`config.mk`:
```
export PLATFORM = sky130hd
export DESIGN_NAME = fieldMeter
export DESIGN_NICKNAME = d
export VERILOG_FILES = /design/src/rtl/fmPkg.sv /design/src/rtl/fmCtrl.sv /design/src/rtl/fmChannel.sv /design/src/rtl/fmStepDiv.sv /design/src/rtl/fmDatapath.sv /design/src/rtl/fieldMeter.sv
export SDC_FILE = /design/constraint.sdc
export NUM_CORES = 1
export LEC_CHECK = 0
export BUFFER_PORTS_ARGS = -buffer_cell sky130_fd_sc_hd__clkbuf_2
export CORE_MARGIN = 4
export CORE_UTILIZATION = 45
export DETAILED_ROUTE_END_ITERATION = 6
export SYNTH_ARGS = -nofsm -noshare
export SYNTH_HDL_FRONTEND = slang
export SYNTH_SLANG_ARGS = --single-unit
```
`constraint.sdc`:
```
create_clock -name clk -period 6.65 [get_ports clk]
set_clock_uncertainty 0.05 [all_clocks]
set_input_delay 0.665 -clock clk [delete_from_list [all_inputs] [get_ports clk]]
set_output_delay 0.665 -clock clk [all_outputs]
set_load 0.1 [all_outputs]
```
`src/rtl/fmPkg.sv`:
```
package fmPkg;

  typedef enum logic [1:0] {
    MODE_DETECT   = 2'd0,
    MODE_STRENGTH = 2'd1,
    MODE_STOPPED  = 2'd2
  } modeT;

  typedef struct packed {
    logic lfFirst;
    logic lfTake;
    logic hfFirst;
    logic hfTake;
    logic lfEn;
    logic hfEn;
  } ctrlStrobeT;

  localparam int BANDS = 7;
  localparam logic [1:0] LIMIT_NO_HF = 2'd1;
  localparam logic [1:0] LIMIT_NO_LF = 2'd2;

  // LED bits {A,B,C,D} for each strength band, top band is 6
  function automatic logic [3:0] bandLeds(input logic [2:0] band);
    logic [3:0] pat;
    case (band)
      3'd6:    pat = 4'b1111;
      3'd5:    pat = 4'b1101;
      3'd4:    pat = 4'b0101;
      3'd3:    pat = 4'b0001;
      3'd2:    pat = 4'b0100;
      3'd1:    pat = 4'b1000;
      3'd0:    pat = 4'b0010;
      default: pat = 4'b0000;
    endcase
    return pat;
  endfunction

endpackage

```
`src/rtl/fmCtrl.sv`:
```
module fmCtrl
  import fmPkg::*;
#(
  parameter int HOLDOFF_CYCLES = 50_000_000
) (
  input  logic       clk,
  input  logic       rstN,
  input  logic       buttonPress,
  input  logic [1:0] limit,
  input  logic       lfValid,
  input  logic       hfValid,
  output modeT       mode,
  output ctrlStrobeT strobes
);
  localparam int HOLD_W = $clog2(HOLDOFF_CYCLES + 1);
  localparam logic [HOLD_W-1:0] HOLD_LOAD = HOLD_W'(HOLDOFF_CYCLES);

  modeT modeQ;
  logic [HOLD_W-1:0] holdCnt;
  logic lfHave, hfHave;
  logic running, lfEn, hfEn, lfAcc, hfAcc, pressOk;

  always_comb begin
    running = (modeQ != MODE_STOPPED);
    lfEn    = (limit != LIMIT_NO_LF);
    hfEn    = (limit != LIMIT_NO_HF);
    lfAcc   = lfValid && lfEn && running;
    hfAcc   = hfValid && hfEn && running;
    pressOk = buttonPress && (holdCnt == '0) && running;
    strobes.lfFirst = lfAcc && !lfHave;
    strobes.lfTake  = lfAcc && lfHave;
    strobes.hfFirst = hfAcc && !hfHave;
    strobes.hfTake  = hfAcc && hfHave;
    strobes.lfEn    = lfEn;
    strobes.hfEn    = hfEn;
  end

  always_ff @(posedge clk) begin
    if (!rstN) begin
      modeQ   <= MODE_DETECT;
      holdCnt <= '0;
      lfHave  <= 1'b0;
      hfHave  <= 1'b0;
    end else begin
      if (pressOk) begin
        modeQ   <= (modeQ == MODE_DETECT) ? MODE_STRENGTH : MODE_STOPPED;
        holdCnt <= HOLD_LOAD;
      end else if (holdCnt != '0) begin
        holdCnt <= holdCnt - 1'b1;
      end
      if (strobes.lfFirst) lfHave <= 1'b1;
      if (strobes.hfFirst) hfHave <= 1'b1;
    end
  end

  assign mode = modeQ;

endmodule

```
`src/rtl/fmChannel.sv`:
```
module fmChannel #(
  parameter int ADC_W  = 10,
  parameter int THRESH = 10,
  parameter int CNT_W  = 16
) (
  input  logic             clk,
  input  logic             rstN,
  input  logic             first,
  input  logic             take,
  input  logic [ADC_W-1:0] sample,
  output logic [ADC_W-1:0] level,
  output logic             present,
  output logic             bigStep,
  output logic             evStrobe,
  output logic [ADC_W-1:0] evOld,
  output logic [ADC_W-1:0] evNew,
  output logic [CNT_W-1:0] evCount
);
  localparam logic [ADC_W-1:0] THR     = ADC_W'(THRESH);
  localparam logic [CNT_W-1:0] CNT_TOP = '1;

  logic [ADC_W-1:0] levelQ, baseQ;
  logic [CNT_W-1:0] cntQ, cntInc;

  function automatic logic [ADC_W-1:0] absDiff(input logic [ADC_W-1:0] a,
                                                input logic [ADC_W-1:0] b);
    return (a > b) ? (a - b) : (b - a);
  endfunction

  always_comb begin
    bigStep = take && (absDiff(sample, levelQ) > THR);
    present = absDiff(levelQ, baseQ) > THR;
    cntInc  = (cntQ == CNT_TOP) ? cntQ : cntQ + 1'b1;
  end

  always_ff @(posedge clk) begin
    if (!rstN) begin
      levelQ   <= '0;
      baseQ    <= '0;
      cntQ     <= '0;
      evStrobe <= 1'b0;
      evOld    <= '0;
      evNew    <= '0;
      evCount  <= '0;
    end else begin
      evStrobe <= 1'b0;
      if (first) begin
        baseQ  <= sample;
        levelQ <= sample;
        cntQ   <= '0;
      end else if (bigStep) begin
        evStrobe <= 1'b1;
        evOld    <= levelQ;
        evNew    <= sample;
        evCount  <= cntInc;
        levelQ   <= sample;
        cntQ     <= '0;
      end else if (take) begin
        cntQ <= cntInc;
      end
    end
  end

  assign level = levelQ;

endmodule

```
`src/rtl/fmStepDiv.sv`:
```
module fmStepDiv #(
  parameter int W       = 10,
  parameter int DIVISOR = 7
) (
  input  logic         clk,
  input  logic         rstN,
  input  logic         start,
  input  logic [W-1:0] dividend,
  output logic [W-1:0] quotient,
  output logic         busy
);
  localparam int RW = $clog2(DIVISOR) + 1;
  localparam int IW = $clog2(W + 1);
  localparam logic [RW-1:0] DV     = RW'(DIVISOR);
  localparam logic [IW-1:0] STEPS  = IW'(W);
  localparam logic [IW-1:0] LASTIX = IW'(1);

  logic [W-1:0]  shQ, quoQ, resQ;
  logic [RW-1:0] remQ, remShift, remNext;
  logic [IW-1:0] idxQ;
  logic          busyQ, geq;

  always_comb begin
    remShift = {remQ[RW-2:0], shQ[W-1]};
    geq      = (remShift >= DV);
    remNext  = geq ? (remShift - DV) : remShift;
  end

  always_ff @(posedge clk) begin
    if (!rstN) begin
      shQ   <= '0;
      quoQ  <= '0;
      resQ  <= '0;
      remQ  <= '0;
      idxQ  <= '0;
      busyQ <= 1'b0;
    end else if (start) begin
      shQ   <= dividend;
      quoQ  <= '0;
      remQ  <= '0;
      idxQ  <= STEPS;
      busyQ <= 1'b1;
    end else if (busyQ) begin
      shQ  <= shQ << 1;
      remQ <= remNext;
      quoQ <= {quoQ[W-2:0], geq};
      idxQ <= idxQ - 1'b1;
      if (idxQ == LASTIX) begin
        busyQ <= 1'b0;
        resQ  <= {quoQ[W-2:0], geq};
      end
    end
  end

  assign quotient = resQ;
  assign busy     = busyQ;

endmodule

```
`src/rtl/fmDatapath.sv`:
```
module fmDatapath
  import fmPkg::*;
#(
  parameter int ADC_W  = 10,
  parameter int THRESH = 10,
  parameter int CNT_W  = 16
) (
  input  logic             clk,
  input  logic             rstN,
  input  modeT             mode,
  input  ctrlStrobeT       strobes,
  input  logic [ADC_W-1:0] lfSample,
  input  logic [ADC_W-1:0] hfSample,
  output logic [3:0]       ledOut,
  output logic             lfEvent,
  output logic [ADC_W-1:0] lfEvOld,
  output logic [ADC_W-1:0] lfEvNew,
  output logic [CNT_W-1:0] lfEvCount,
  output logic             hfEvent,
  output logic [ADC_W-1:0] hfEvOld,
  output logic [ADC_W-1:0] hfEvNew,
  output logic [CNT_W-1:0] hfEvCount,
  output logic [ADC_W-1:0] hfMax,
  output logic [ADC_W-1:0] hfStep,
  output logic             divBusy
);
  localparam int NCH = 2;   // index 0 low-frequency, 1 high-frequency
  localparam int EW  = ADC_W + 3;

  logic             firstV  [NCH];
  logic             takeV   [NCH];
  logic [ADC_W-1:0] sampleV [NCH];
  logic [ADC_W-1:0] levelV  [NCH];
  logic             presV   [NCH];
  logic             bigV    [NCH];
  logic             evV     [NCH];
  logic [ADC_W-1:0] oldV    [NCH];
  logic [ADC_W-1:0] newV    [NCH];
  logic [CNT_W-1:0] cntV    [NCH];

  assign firstV[0]  = strobes.lfFirst;
  assign takeV[0]   = strobes.lfTake;
  assign sampleV[0] = lfSample;
  assign firstV[1]  = strobes.hfFirst;
  assign takeV[1]   = strobes.hfTake;
  assign sampleV[1] = hfSample;

  for (genvar ch = 0; ch < NCH; ch++) begin : gChan
    fmChannel #(.ADC_W(ADC_W), .THRESH(THRESH), .CNT_W(CNT_W)) chan (
      .clk(clk), .rstN(rstN),
      .first(firstV[ch]), .take(takeV[ch]), .sample(sampleV[ch]),
      .level(levelV[ch]), .present(presV[ch]), .bigStep(bigV[ch]),
      .evStrobe(evV[ch]), .evOld(oldV[ch]), .evNew(newV[ch]), .evCount(cntV[ch])
    );
  end

  assign lfEvent   = evV[0];
  assign lfEvOld   = oldV[0];
  assign lfEvNew   = newV[0];
  assign lfEvCount = cntV[0];
  assign hfEvent   = evV[1];
  assign hfEvOld   = oldV[1];
  assign hfEvNew   = newV[1];
  assign hfEvCount = cntV[1];

  // running maximum of the high-frequency level
  logic [ADC_W-1:0] maxQ;
  logic             maxLoad;

  assign maxLoad = strobes.hfFirst || (bigV[1] && (hfSample > maxQ));

  always_ff @(posedge clk) begin
    if (!rstN)        maxQ <= '0;
    else if (maxLoad) maxQ <= hfSample;
  end

  fmStepDiv #(.W(ADC_W), .DIVISOR(BANDS)) stepDiv (
    .clk(clk), .rstN(rstN), .start(maxLoad), .dividend(hfSample),
    .quotient(hfStep), .busy(divBusy)
  );

  assign hfMax = maxQ;

  // band index: count of thresholds k*step (k = 1..BANDS-1) below the level
  logic [EW-1:0]    levelExt, stepExt;
  logic [BANDS-2:0] above;
  logic [2:0]       band;

  assign levelExt = EW'(levelV[1]);
  assign stepExt  = EW'(hfStep);

  for (genvar k = 1; k < BANDS; k++) begin : gThr
    assign above[k-1] = levelExt > (EW'(k) * stepExt);
  end

  always_comb begin
    band = '0;
    for (int i = 0; i < BANDS - 1; i++) band = band + 3'(above[i]);
  end

  logic lfField, hfField;
  logic [3:0] ledNext;

  always_comb begin
    lfField = presV[0] && strobes.lfEn;
    hfField = presV[1] && strobes.hfEn;
    case (mode)
      MODE_DETECT:   ledNext = {1'b0, hfField, 1'b0, lfField};
      MODE_STRENGTH: ledNext = (hfField && (levelV[1] != '0)) ? bandLeds(band) : 4'b0000;
      default:       ledNext = 4'b0000;
    endcase
  end

  always_ff @(posedge clk) begin
    if (!rstN) ledOut <= 4'b0000;
    else       ledOut <= ledNext;
  end

endmodule

```
`src/rtl/fieldMeter.sv`:
```
module fieldMeter
  import fmPkg::*;
#(
  parameter int ADC_W          = 10,
  parameter int THRESH         = 10,
  parameter int CNT_W          = 16,
  parameter int HOLDOFF_CYCLES = 50_000_000
) (
  input  logic             clk,
  input  logic             rstN,
  input  logic [1:0]       limit,
  input  logic             buttonPress,
  input  logic             lfValid,
  input  logic [ADC_W-1:0] lfSample,
  input  logic             hfValid,
  input  logic [ADC_W-1:0] hfSample,
  output logic [3:0]       ledOut,
  output logic             lfEvent,
  output logic [ADC_W-1:0] lfEvOld,
  output logic [ADC_W-1:0] lfEvNew,
  output logic [CNT_W-1:0] lfEvCount,
  output logic             hfEvent,
  output logic [ADC_W-1:0] hfEvOld,
  output logic [ADC_W-1:0] hfEvNew,
  output logic [CNT_W-1:0] hfEvCount
);
  modeT             modeW;
  ctrlStrobeT       strobeW;
  logic [ADC_W-1:0] hfMaxW, hfStepW;
  logic             divBusyW;

  fmCtrl #(.HOLDOFF_CYCLES(HOLDOFF_CYCLES)) ctrl (
    .clk(clk), .rstN(rstN), .buttonPress(buttonPress), .limit(limit),
    .lfValid(lfValid), .hfValid(hfValid), .mode(modeW), .strobes(strobeW)
  );

  fmDatapath #(.ADC_W(ADC_W), .THRESH(THRESH), .CNT_W(CNT_W)) dp (
    .clk(clk), .rstN(rstN), .mode(modeW), .strobes(strobeW),
    .lfSample(lfSample), .hfSample(hfSample), .ledOut(ledOut),
    .lfEvent(lfEvent), .lfEvOld(lfEvOld), .lfEvNew(lfEvNew), .lfEvCount(lfEvCount),
    .hfEvent(hfEvent), .hfEvOld(hfEvOld), .hfEvNew(hfEvNew), .hfEvCount(hfEvCount),
    .hfMax(hfMaxW), .hfStep(hfStepW), .divBusy(divBusyW)
  );

endmodule

```
== Word level (Yosys, flattened, before mapping) ==
Cells that the tools add are included.

* Add/sub/neg operators: 18
* Multipliers: 3
* Order comparisons: 16
* Equality and inequality tests: 13
* Muxes and demuxes: 26
* Bitwise logic cells: 4
* Reduce and logical (&&, ||, !) cells: 37

{| class="wikitable"
|+ Operators by type and width
! cell !! number
|-
| $mux 10 || 10
|-
| $sub 10x10->10 || 8
|-
| $gt 10x10->1 || 6
|-
| $mux 26 || 2
|-
| $gt 10x4->1 const B || 4
|-
| $gt 10x13->1 || 3
|-
| $add 16x1->16 const B || 2
|-
| $eq 16x16->1 const B || 2
|-
| $mux 16 || 2
|-
| $pmux 4 s7 || 1
|-
| $logic_not 26->1 || 1
|-
| $reduce_bool 26->1 || 1
|-
| $sub 26x1->26 const B || 1
|-
| $mul 2x10->12 const A || 2
|-
| $logic_and 1x1->1 || 16
|-
| $mul 3x10->13 const A || 1
|-
| $add 3x1->3 || 4
|-
| $gt 10x12->1 || 1
|-
| $mux 4 || 3
|-
| $gt 10x11->1 || 1
|-
| $reduce_bool 10->1 || 1
|-
| $eq 3x3->1 const B || 3
|-
| $pmux 4 s2 || 1
|-
| $reduce_bool 2->1 || 4
|-
| other kinds (22) || 37
|}

* Flip-flop bits (word level): 227
* Input bits: 27
* Output and inout port bits: 78
* Logic and storage cells: 145

== Longest topological paths before layout ==
* Depth after elaboration: 10
* Depth in mapped cells: 23

== Modules after synthesis ==
From an unflattened synthesis, not the netlist that was laid out.

* Cell total of the unflattened synthesis: 2004
* Area, all modules: 16577.1 um^2

{| class="wikitable"
|+ By module, submodules not included
! module !! instances !! cells an instance !! area each (um^2) !! sequential area each (um^2)
|-
| fmChannel at dp.gChan[0].chan || 1 || 630 || 5132.4 || 1461.4
|-
| fmChannel at dp.gChan[1].chan || 1 || 623 || 4984.8 || 1461.4
|-
| fmDatapath || 1 || 394 || 3230.6 || 280.3
|-
| fmCtrl || 1 || 186 || 1629.1 || 600.6
|-
| fmStepDiv || 1 || 171 || 1600.3 || 740.7
|}

== Worst setup path after synthesis ==
Ideal clock, no wire load.

* Path kind: register to register
* From: register dp.stepDiv.resQ[0] (netlist: dp.stepDiv.quotient[0])
* To: register dp.ledOut[2]
* Data arrival time: 4.510 ns
* Data required time: 6.485 ns
* Path slack: 1.975 ns
* Cell stages (with the launch flop): 23
* Buffers on the path: 0
* Path through: dfxtp_1 ha_1 fa_1 a21oi_1 nor2_1 nor2_1 o21bai_1 a21oi_1 o21bai_1 a21oi_1 xor2_1 ha_1 nand4_1 nor4_1 a211o_1 fa_1 fa_1 fa_1 inv_1 nand2_1 o21ai_0 a21oi_1 nor2_1

* Word-level cells in the longest chain between the ends: 10
* Elaborated cells on any way between the ends: 24

{| class="wikitable"
|+ Ends and longest elaborated chain
! what !! line !! text
|-
| start, declared || fmStepDiv.sv:18 || <nowiki>logic [W-1:0] shQ, quoQ, resQ;</nowiki>
|-
| start signal, assigned || fmStepDiv.sv:50 || <nowiki>resQ <= {quoQ[W-2:0], geq};</nowiki>
|-
| $mul 2x10->12 (tied with other cells) || fmDatapath.sv:93 || <nowiki>assign above[k-1] = levelExt > (EW'(k) * stepExt);</nowiki>
|-
| $gt 10x13->1 / $add 1x1->2 (equally long branches) || fmDatapath.sv:93, fmDatapath.sv:98 ||
|-
| $add 3x1->3 (3 in a row) || fmDatapath.sv:98 || <nowiki>for (int i = 0; i < BANDS - 1; i++) band = band + 3'(above[i]);</nowiki>
|-
| $add 3x1->3 (*) || fmDatapath.sv:98 ||
|-
| $eq 3x1->1 (tied with other cells) || fmPkg.sv:25 || <nowiki>case (band)</nowiki>
|-
| $pmux 4 s7 (*) || fmPkg.sv:25 ||
|-
| $mux 4 (*) || fmDatapath.sv:109 || <nowiki>MODE_STRENGTH: ledNext = (hfField && (levelV[1] != '0)) ? bandLeds(band) : 4'b0000;</nowiki>
|-
| $pmux 4 s2 (*) || fmDatapath.sv:107 || <nowiki>case (mode)</nowiki>
|-
| end signal, assigned || fmDatapath.sv:116 || <nowiki>else ledOut <= ledNext;</nowiki>
|-
| end, declared || fmDatapath.sv:14 || <nowiki>output logic [3:0] ledOut,</nowiki>
|}

Mark *: on every way between the ends. The rest lies on a longest branch, timed or not.
A chain may end at the register's enable or synchronous reset.

== Worst setup path in the final report ==
Ends and elaborated chain as after synthesis.

==> results.md <==
- Worst reg2reg setup slack: roughly 1.6 ns
- Worst hold path class: reg -> reg
- Vias in the first global route: ~12k
- Global Route Usage Sum: 20.1%
- CP endpoint kind: register
- Worst Path Max Fanout: 6
- TritonCTS Buffers: 26
- Final Worst Setup Slack: around 1.6 ns
- Setup WS pre-CTS: 1.61 ns
- Worst hold path depth: 2
- Routed vias/inst: between 5 and 6
- VDD IR max: roughly 0.21 mV
- Drt first-iter violations: between 600 and 700
- Final core utilization: 50.5%
- Tightest Pin Transition: around 1.1 ns
- Postcts setup bufs: 0
- Largest delay contributor family on the critical path: adder cells
- Power per cell area: 261 nW/um^2
- CP Cell Sequence: ha_1, fa_1, a21oi_1, nor2_1, nor2_1, o21bai_1, a21oi_1, o21bai_1, a21oi_1, xor2_1, ha_1, nand4_1, nor4_1, a211o_1, fa_1, fa_1, fa_1, inv_1, nand2_1, o21ai_0, a21oi_1, nor2_1
- Die width: around 190 um
- Clk Latency, worst-skew pair: 0.55 ns
- Syn Nets: about 2k
- Post-Route WL: between 30,000 and 40,000 um
- Reg-to-reg critical path endpoint: dp.ledOut[2]
- Clock transition at the registers of the reported paths: roughly 0.06 ns
- CP bufs+invs: 1
- Cell row count: 67
- Layout cells sized above 1: between 10% and 20%
- RSZ-0062 raised after global routing: false
- WL/cell: 16.0 um
- Register area share after synthesis: between 20% and 30%
- Fmax: between 150 and 200 MHz
- Top cell type's share of synthesized area: 29.8%
- Synth area leader: dfxtp_1
- Required @ worst endpoint: approximately 7 ns
- Setup CP Type: reg -> reg
- Main synth FF type: dfxtp_1
- Clock Sinks: approximately 230
- Distinct cells, synth: 75
- DR DRC count: 0
- Clock Tree Buf Depth: 3
- Routed vias: approximately 13k
- EDFF count, synth: 0
- Worst Reg-to-Reg Cells: 22
- Slew margin rel.: between 20% and 30%
- Chip height: about 190 um
- CP startpoint kind: register
- Hold Path Sink: dp.stepDiv.quotient[5]
- Crit path launch: dp.stepDiv.quotient[0]
- Core area: 33,500 sq um
- Post-layout minimum cycle time: 5.07 ns
- Synth Cell Area: 15,300 sq um
- Nets: around 2.1k
- CTS tree: yes
- Synth area leaders: dfxtp_1 (30%), ha_1 (14%), mux2i_1 (8.1%), nor2_1 (4.8%), a21oi_1 (4.0%)
- Resize count post-CTS: 0
- Max Transition Viols Final: 0
- Post-Syn Instances: about 1.8k
- Mapped Avg Cell Area: roughly 8.4 sq um
- Initial antenna violation count: 0
- Max cap viols: 0
- H-Tree Depth: 1
- Placer Congestion: 0.903
- Fin. Hold Viols: 0
- Synth warn: 0
- Run status: complete, no violations
- Starting Density: 45.5%
- Max incr delay on CP: approximately 0.56 ns
- Synthesized flop and latch total: approximately 230
- Cell with the most instances after synthesis: dfxtp_1
- Cts hold-fix bufs: 0
- I/O Buffers: roughly 100
- Die Area: roughly 37,000 sq um
- GRT overflow: 0
- Min-delay src: dp.stepDiv.quoQ[4]
- Period utilisation layout: between 70 and 80%
- Async S/R FF share, synth: 0%
- Pleak: between 7 and 8 nW
- Reg-to-reg startpoint: dp.stepDiv.quotient[0]
- N_diodes: 0
- First-pass GRT wire length: 62,300 um
- Clock root buffer: clkbuf_16
- # IOs: 105
- Synth cell count leaders: dfxtp_1 (227), nor2_1 (197), ha_1 (169)
- Final setup fails: 0
- CP arrival: roughly 5.4 ns
- Remaining antenna violation count: 0
- Layout area overhead: 10.8%
- Slowest-stage cell, CP: fa_1
- HPWL after detailed placement: roughly 28,000 um
- Largest net degree at the start of global routing: 78
- TNS Setup: 0 ns
- DR pass1 iterations: 5
[report_power, final]
part / internal (W) / total (W) / switching [W]
sequential: 0.00146 / 0.00154 / 0.0000856
clock: 0.000869 / 0.00146 / 0.000595
combinational: 0.000547 / 0.00140 / 0.000858
total: 0.00287 / 0.00441 / 0.00154
[per-layer routing]
metal | GRT usage, % | wire length (um) | share of wire (%) | up-vias
met2 | 33.4 | 17200 | 46 | 217
met1 | 27.8 | 18100 | 48 | 5933
met4 | 4.09 | 746 | 2.0 | 0
met5 | 0 | 0 | 0 | -
met3 | 3.04 | 1580 | 4.2 | 53
li1 | - | - | - | 6482
[layout make-up]
type | instances | area, sq um
clock inverters | 14 | 173
repair buffers | 114 | 596
inverters | 129 | 487
flip-flops and latches | 227 | 4540
well taps | 448 | 561
multi-input cells | 1385 | 9860
clock buffers | 31 | 699
fillers | 3301 | 16600
[state kept, by name, indices dropped and copies added (netlist names), 20 cells and up]
name                   cells
ctrl.holdCnt              26
dp.gChan.chan.evOld       20
dp.gChan.chan.level       20
dp.gChan.chan.baseQ       20
dp.gChan.chan.cntQ        32
dp.gChan.chan.evNew       20
dp.gChan.chan.evCount     32
[cell families after synthesis]
family / after synthesis / synth area share, %
AND/OR/NAND/NOR: 595 / 18.0
AO/OA/AOI/OAI: 369 / 16.1
flip-flops: 227 / 29.8
buffers and inverters: 213 / 5.75
multiplexers: 127 / 8.36
adder cells (fa/ha/maj): 184 / 15.7
XOR/XNOR: 110 / 6.31
[through the flow]
step	instances	area (sq um)	hold slack (ns)	power, W
after global routing	2348	16900	0.416	0.00468
after CTS	2348	16900	0.393	0.00446
after detailed placement	2303	16000	0.401	0.00297
after global placement	2303	16000	0.395	0.00294
after floorplan	1825	15300	0.386	0.00269
final	2348	16900	0.398	0.00441
[cells in the final DEF (no fill, tap or decap), drive strengths merged, types with 9 or more instances in the layout]
cell type  netlist  layout
nor3            41      41
and3            14      14
nor2           199     199
nand2          162     162
nor2b           26      26
o21bai           9       9
o21ai           73      73
xor2            47      47
clkbuf          53     134
nand3           55      55
a31oi            9       9
nand4           33      33
mux2i          123     123
buf             31      11
xnor2           63      63
nor4            14      14
inv            129     131
dfxtp          227     227
o211ai          10      10
nand2b          17      17
a21oi          126     126
o21a            16      16
a211oi          40      40
ha             169     169
fa              13      13
a21o            34      34
[worst max path at each step]
| stage | endpoint | slack, ns | cells past startpoint |
|---|---|---|---|
| after global routing | dp.ledOut[2] | 1.13 | 22 |
| after global placement | dp.ledOut[2] | 1.69 | 22 |
| after CTS | dp.ledOut[2] | 1.57 | 22 |
| final | dp.ledOut[2] | 1.58 | 22 |
| after floorplan | dp.ledOut[2] | 1.97 | 22 |
| after detailed placement | dp.ledOut[2] | 1.61 | 22 |
[tightest hold or removal path: stages, from the launching register on]
cell	delay, ns
dfxtp_1	0.32
nand2_1	0.05
mux2i_1	0.05
No activity file was read; power rests on OpenSTA's default activity.
